File: src/rtl/psp_pkg.sv
package psp_pkg;

    localparam int ID_W = 16;

    typedef enum logic [3:0] {
        ERR_NONE       = 4'd0,
        ERR_VERSION    = 4'd1,
        ERR_ID         = 4'd2,
        ERR_MASTER     = 4'd3,
        ERR_RANGE      = 4'd4,
        ERR_SHM_DUP    = 4'd5,
        ERR_TABLE_FULL = 4'd6,
        ERR_VEC_FULL   = 4'd7,
        ERR_SELF_DROP  = 4'd8
    } err_e;

    typedef enum logic [1:0] {
        MST_OFF  = 2'd0,
        MST_ON   = 2'd1,
        MST_AUTO = 2'd2
    } mst_e;

    typedef enum logic [2:0] {
        PH_VERSION,
        PH_ID,
        PH_SETUP,
        PH_RUN,
        PH_HALT
    } phase_e;

    typedef enum logic [1:0] {
        K_INVALID,
        K_SHM,
        K_CONNECT,
        K_DISCONNECT
    } kind_e;

    typedef struct packed {
        logic [63:0] value;
        logic        handle;
    } msg_t;

    // true when the signed 64-bit value lies in 0..65535
    function automatic logic fits_id(input logic [63:0] v);
        return !v[63] && (v[62:ID_W] == '0);
    endfunction

endpackage

File: src/rtl/psp_byte_assembler.sv
module psp_byte_assembler
    import psp_pkg::*;
(
    input  logic clk,
    input  logic rst,
    input  logic in_valid,
    input  logic [7:0] in_byte,
    input  logic in_handle,
    output msg_t msg,
    output logic msg_valid
);
    logic [2:0]  byte_idx;
    logic [55:0] partial;

    always_ff @(posedge clk) begin
        if (rst) begin
            byte_idx  <= '0;
            partial   <= '0;
            msg       <= '0;
            msg_valid <= 1'b0;
        end else begin
            msg_valid <= 1'b0;
            if (in_valid) begin
                if (byte_idx == 3'd7) begin
                    msg.value  <= {in_byte, partial};
                    msg.handle <= in_handle;
                    msg_valid  <= 1'b1;
                    byte_idx   <= '0;
                end else begin
                    partial  <= {in_byte, partial[55:8]};
                    byte_idx <= byte_idx + 3'd1;
                end
            end
        end
    end
endmodule

File: src/rtl/psp_msg_classifier.sv
module psp_msg_classifier
    import psp_pkg::*;
(
    input  msg_t msg,
    output kind_e kind,
    output logic [ID_W-1:0] peer
);
    always_comb begin
        peer = msg.value[ID_W-1:0];
        if (msg.value == '1)
            kind = K_SHM;
        else if (!fits_id(msg.value))
            kind = K_INVALID;
        else if (msg.handle)
            kind = K_CONNECT;
        else
            kind = K_DISCONNECT;
    end
endmodule

File: src/rtl/psp_peer_table.sv
module psp_peer_table
    import psp_pkg::*;
#(
    parameter int TABLE_DEPTH = 32,
    parameter int NUM_VECTORS = 4,
    parameter int INIT_CAP    = 16,
    localparam int IDXW = $clog2(TABLE_DEPTH),
    localparam int CAPW = $clog2(TABLE_DEPTH + 1),
    localparam int CW   = $clog2(NUM_VECTORS + 1)
) (
    input  logic clk,
    input  logic rst,
    input  logic req,
    input  logic is_connect,
    input  logic [ID_W-1:0] peer,
    input  logic [ID_W-1:0] own_id,
    output err_e result,
    output logic [CAPW-1:0] cap,
    output logic [TABLE_DEPTH*CW-1:0] counts_flat
);
    logic [CW-1:0]   cnt [TABLE_DEPTH];
    logic            in_range;
    logic            need_grow;
    logic [IDXW-1:0] idx;
    logic [CW-1:0]   cur;

    always_comb begin
        in_range  = 32'(peer) < TABLE_DEPTH;
        idx       = peer[IDXW-1:0];
        cur       = in_range ? cnt[idx] : '0;
        need_grow = in_range && (32'(peer) >= 32'(cap));
        if (!in_range)
            result = ERR_TABLE_FULL;
        else if (is_connect && 32'(cur) >= NUM_VECTORS)
            result = ERR_VEC_FULL;
        else if (!is_connect && peer == own_id)
            result = ERR_SELF_DROP;
        else
            result = ERR_NONE;
    end

    always_ff @(posedge clk) begin
        if (rst) begin
            cap <= CAPW'(INIT_CAP);
            for (int i = 0; i < TABLE_DEPTH; i++) cnt[i] <= '0;
        end else if (req) begin
            // capacity follows any in-table index, even if the op is refused
            if (need_grow)
                cap <= CAPW'(32'(peer) + 1);
            if (result == ERR_NONE)
                cnt[idx] <= is_connect ? cur + CW'(1) : '0;
        end
    end

    for (genvar g = 0; g < TABLE_DEPTH; g++) begin : g_flat
        assign counts_flat[g*CW +: CW] = cnt[g];
    end
endmodule

File: src/rtl/peer_setup_proc.sv
module peer_setup_proc
    import psp_pkg::*;
#(
    parameter logic [63:0] PROTO_VER   = 64'd0,
    parameter int          TABLE_DEPTH = 32,
    parameter int          NUM_VECTORS = 4,
    parameter int          INIT_CAP    = 16
) (
    input  logic clk,
    input  logic rst,
    input  logic rx_valid,
    input  logic [7:0] rx_byte,
    input  logic rx_handle,
    input  logic [1:0] master_sel,
    output logic [15:0] own_id,
    output logic is_master,
    output logic shm_ready,
    output logic [$clog2(TABLE_DEPTH+1)-1:0] peer_cap,
    output logic [TABLE_DEPTH*$clog2(NUM_VECTORS+1)-1:0] vec_counts,
    output logic err_valid,
    output logic [3:0] err_code
);
    msg_t            msg;
    logic            msg_valid;
    kind_e           kind;
    logic [ID_W-1:0] peer;
    phase_e          phase;
    err_e            tbl_res;
    err_e            op_err;
    logic            active;
    logic            tbl_req;

    psp_byte_assembler u_asm (
        .clk(clk), .rst(rst), .in_valid(rx_valid), .in_byte(rx_byte),
        .in_handle(rx_handle), .msg(msg), .msg_valid(msg_valid)
    );

    psp_msg_classifier u_cls (.msg(msg), .kind(kind), .peer(peer));

    psp_peer_table #(
        .TABLE_DEPTH(TABLE_DEPTH), .NUM_VECTORS(NUM_VECTORS), .INIT_CAP(INIT_CAP)
    ) u_tbl (
        .clk(clk), .rst(rst), .req(tbl_req), .is_connect(kind == K_CONNECT),
        .peer(peer), .own_id(own_id), .result(tbl_res), .cap(peer_cap),
        .counts_flat(vec_counts)
    );

    always_comb begin
        active  = (phase == PH_SETUP) || (phase == PH_RUN);
        tbl_req = msg_valid && active && (kind == K_CONNECT || kind == K_DISCONNECT);
        unique case (kind)
            K_INVALID: op_err = ERR_RANGE;
            K_SHM:     op_err = shm_ready ? ERR_SHM_DUP : ERR_NONE;
            default:   op_err = tbl_res;
        endcase
    end

    always_ff @(posedge clk) begin
        if (rst) begin
            phase     <= PH_VERSION;
            own_id    <= '0;
            is_master <= 1'b0;
            shm_ready <= 1'b0;
            err_valid <= 1'b0;
            err_code  <= ERR_NONE;
        end else begin
            err_valid <= 1'b0;
            err_code  <= ERR_NONE;
            if (msg_valid) begin
                case (phase)
                    PH_VERSION: begin
                        if (msg.value == PROTO_VER && !msg.handle) begin
                            phase <= PH_ID;
                        end else begin
                            phase <= PH_HALT; err_valid <= 1'b1; err_code <= ERR_VERSION;
                        end
                    end
                    PH_ID: begin
                        if (!msg.handle && fits_id(msg.value)) begin
                            own_id <= peer;
                            if (master_sel == MST_ON && peer != '0) begin
                                phase <= PH_HALT; err_valid <= 1'b1; err_code <= ERR_MASTER;
                            end else begin
                                phase     <= PH_SETUP;
                                is_master <= (master_sel == MST_ON) ||
                                             (master_sel == MST_AUTO && peer == '0);
                            end
                        end else begin
                            phase <= PH_HALT; err_valid <= 1'b1; err_code <= ERR_ID;
                        end
                    end
                    PH_SETUP, PH_RUN: begin
                        if (op_err != ERR_NONE) begin
                            err_valid <= 1'b1;
                            err_code  <= op_err;
                            if (phase == PH_SETUP) phase <= PH_HALT;
                        end else if (kind == K_SHM) begin
                            shm_ready <= 1'b1;
                            phase     <= PH_RUN;
                        end
                    end
                    default: ;
                endcase
            end
        end
    end
endmodule

File: config.mk
export PLATFORM = sky130hd
export DESIGN_NAME = peer_setup_proc
export DESIGN_NICKNAME = d
export VERILOG_FILES = /design/src/rtl/psp_pkg.sv /design/src/rtl/psp_byte_assembler.sv /design/src/rtl/psp_msg_classifier.sv /design/src/rtl/psp_peer_table.sv /design/src/rtl/peer_setup_proc.sv
export SDC_FILE = /design/constraint.sdc
export NUM_CORES = 1
export LEC_CHECK = 0
export BUFFER_PORTS_ARGS = -buffer_cell sky130_fd_sc_hd__buf_4
export CORE_ASPECT_RATIO = 0.9
export CORE_UTILIZATION = 49
export DETAILED_ROUTE_END_ITERATION = 8
export PLACE_DENSITY = 0.8
export SYNTH_ARGS = -nofsm -noshare
export SYNTH_HDL_FRONTEND = slang
export SYNTH_SLANG_ARGS = --single-unit
export TNS_END_PERCENT = 20
File: constraint.sdc
create_clock -name clk -period 2.8 [get_ports clk]
set_clock_uncertainty 0.05 [all_clocks]
set_input_delay 0.42 -clock clk [delete_from_list [all_inputs] [get_ports clk]]
set_output_delay 0.42 -clock clk [all_outputs]
set_load 0.05 [all_outputs]
==> out/summary.md <==
The largest fanout on the critical path was 24; the count of final setup violators was 87. For the pin with the worst max-slew slack, the measured transition is 0.919 ns. A synthesized cell averages 9.68 um2. The clock passes through at most 3 buffers. Among all flip-flop cells after synthesis, the most frequent one is dfxtp_1.

The deepest level of the CTS H-tree is 1, and the clock-pin slew on the worst setup and hold paths is 0.06 ns. The largest net degree at the start of global routing was 186; the final-layout fill cell count was 1667. Setup repair after global routing could not meet its margin everywhere. Derived from the worst setup path, the maximum achievable clock frequency is 0.332 GHz. VDD sags by at most 0.000454 V. The logs give 3.10 ns for the data required time at the worst endpoint and 11300 um2 for the post-synthesis instance area.

Clock tree synthesis found a total of 258 sinks. In this run the horizontal extent of the chip is 162 um. The flow ran to the end, but the final reports show violations. For the worst flop-to-flop path, the logic depth is 10. For this design the static power due to leakage is 5.51 nW.

Counting distinct cell types in the post-synthesis netlist gives 56. With fillers left out, the area of the finished cells amounts to 14800 um2. The count of mapped cells out of synthesis is 1168, and the number of storage elements in the synthesis netlist is 258.

The count of nets left with antenna violations once routing finished came out at 0. TritonCTS built the clock tree. The number of vias per cell after detailed routing came out at 6.02. For this run, design rule violations remaining after detail routing come to 0. Max-cap violations in this run came to 0. The detailed router placed 10000 vias in this run.

During synthesis, Yosys emitted a total of 0 warnings. Input and output buffers added on the ports amount to 138. In the final layout, flip-flops and latches occupy 6130 um2. The wire-length estimate of the detail-placed layout is 22500 um.

The hold path startpoint was rx_handle. The repair_antennas step left the layout with diodes totalling 0. The final hold violation count was 0. The post-layout worst setup margin was -0.214 ns; the share of the yosys chip area belonging to registers was 54.2%. In the global route stage, overall resource usage came out at 27.6%. The die covers 23700 um2.

After global routing the overflow that remains totals 0. The worst hold path passes through 3 cells. The chip height was 146 um. The logs give 0.54 ns for the clock insertion delay at the later pin of the skew report and 38.8% for the relative slew slack. The tools report the length of the first detailed-routing pass in iterations as 5. For this block, the routed nets add up to 34100 um of wire. The area growth from synthesis to layout is 30.9%, and the starting DRC count in detailed routing is 1252. Summing all multi-input logic gate instances after layout gives 5210 um2.

In this run the count of I/O pins placed on the die edge is 139. The design draws 8.20 mW. The via count of the first global-routing pass came out at 9224.

In this run, synthesis inferred 96 flip-flops with an integrated enable. In this run the clock root is driven by a clkbuf_16. The final reports fail on negative setup slack. In the final layout, the share of cells above drive strength 1 is 30.4%.

The weighted congestion at the end of routability-driven global placement was 1.00; the final-report max-slew violation count was 0. The first global-routing pass estimated 51200 um of wire. Summing all placed instances gives a cell area of 13300 um2. In this run the core area contains 52 standard-cell rows.

In the synthesized netlist the async set-or-reset flop fraction comes to 0%. Type of the setup path with the least slack: register to register. The count of hold buffers inserted by post-cts repair is 0. The final period demand of the worst path was 3.01 ns; the data arrival time of the worst path was 3.32 ns. The number of placed instances, taps included, is 1614. The final worst-path cycle share was 108%. At the end of the flow, the number of nets in the layout was 1379. In the final timing run, aggregate negative setup slack is -8.83 ns. In the final routed layout, each cell accounts on average for 20.4 um. For this configuration, the core starts out at a cell density of 50.1%. In this run the standard cell core region covers 22600 um2. The number of clock buffers added by TritonCTS is 27. STA classifies the critical path endpoint as a register. Across all hold checks on the routed design, the worst slack comes to 0.103 ns.

Class of the tightest hold or removal check: input port to register. The worst setup path is launched from a register. The initial antenna violation count was 0; the power density over the cells was 554 nW/um2. The number of nets in the synthesized netlist is 1195. The finished layout holds 1667 standard cells, fillers aside.
[power by group]
group | switching, mW | total, mW | internal [mW]
clock network | 1.43 | 3.54 | 2.11
logic | 0.420 | 0.597 | 0.177
registers | 0.0863 | 4.06 | 3.97
total | 1.94 | 8.20 | 6.26
[cell usage after synthesis, drive strengths merged, types with 3 or more instances]
master	number	area (um2)
nand2	262	993
dfxtp	162	3240
a21oi	136	681
nor3	106	578
edfxtp	96	2880
clkbuf	70	267
nor2	37	139
mux2i	34	340
o21bai	32	240
nand4	29	181
buf	25	119
nor4	25	184
nand3	23	120
mux4	20	450
xor2	20	175
ha	13	163
inv	11	41.3
o21ai	8	40.0
nor2b	7	43.8
nand2b	5	31.3
or4	5	41.3
a22oi	4	30.0
nand3b	4	42.5
a211oi	3	22.5
a21o	3	22.5
and2	3	18.8
or3	3	18.8
[per-stage QoR]
step	setup slack, ns	utilization (%)
floorplan	-0.0321	-
detailed placement	-0.145	59.0
global placement	-0.0863	59.0
CTS	-0.122	64.0
finish	-0.214	65.5
global route	-0.246	65.5
[final timing paths]
path | end | slack, ns
setup / recovery | u_tbl.cnt[16][2] | -0.21
hold / removal | u_asm.msg[0] | 0.10
setup reg to reg | u_tbl.cnt[16][2] | -0.21
hold reg to reg | u_asm.partial[5] | 0.41
[area by class of cell]
type	count	share of cell area, %
Clock inverter	4	0.330
Multi-Input combinational cell	804	35.2
Timing Repair Buffer	250	14.6
Clock buffer	43	5.62
Tap cell	297	2.51
Sequential cell	258	41.4
Inverter	11	0.279
[cell usage in the layout (no fill, tap or decap), types with 4 or more instances in the layout]
cell	n
nand3_1	20
o21bai_1	4
nand2_1	257
o21bai_2	27
nor2_1	37
nor4_1	18
o21ai_0	7
a21oi_1	136
nand4_1	29
clkbuf_16	31
a22oi_1	4
clkbuf_8	5
nor4_2	5
nand2b_1	4
inv_1	11
or4_1	4
edfxtp_1	96
clkbuf_1	7
nand2_2	5
nor2b_1	6
mux4_2	20
mux2i_1	34
ha_1	12
buf_4	229
dfxtp_1	161
nor3_4	11
xor2_1	20
nor3_1	54
buf_12	14
nor3_2	41
[routing by layer]
layer  global-route usage [%]  routed length [um]  vias to the layer above
met1                     38.1               13300                     4812
li1                         -                   -                     4517
met2                     43.1               15900                      608
met3                     5.88                3640                      100
met4                     9.67                1260                        0
met5                        0                   0                        -
[cells by family (layout without fill, tap and decap cells)]
kind of cell               after synthesis  in the layout  share of synthesized area (%)
AOI/OAI and AO/OA                      200            200                           10.3
xor gates and xnor gates                22             22                           1.71
adders and majority gates               13             13                           1.44
buffers and inverters                  106            308                           3.78
DFF                                    258            258                           54.2
muxes                                   55             55                           7.10
and+or+nand+nor                        514            514                           21.5
[registers in the layout, indices dropped and copies added (netlist names), named ones only]
signal	cells
err_code	4
err_valid	1
is_master	1
own_id	16
phase	3
shm_ready	1
u_asm.byte_idx	3
u_asm.msg	65
u_asm.msg_valid	1
u_asm.partial	56
u_tbl.cap	6
u_tbl.cnt	96
[repair_timing]
item,CTS,global route
endpoints found under the hold margin,0,0
gates cloned,3,2
endpoints found under the setup margin,174,183
pin swaps,1,2
gates resized for setup,39,61
buffers inserted,0,1
[worst max-delay path: stages, from the launching register on]
cell     delay, ns
dfxtp_4       0.41
buf_12        0.14
mux4_2        0.52
mux4_2        0.49
mux2i_1       0.16
nor2_1        0.09
ha_2          0.18
xor2_1        0.19
nand3_2       0.14
buf_12        0.23
nor3_1        0.20
No activity file was read; power rests on OpenSTA's default activity.
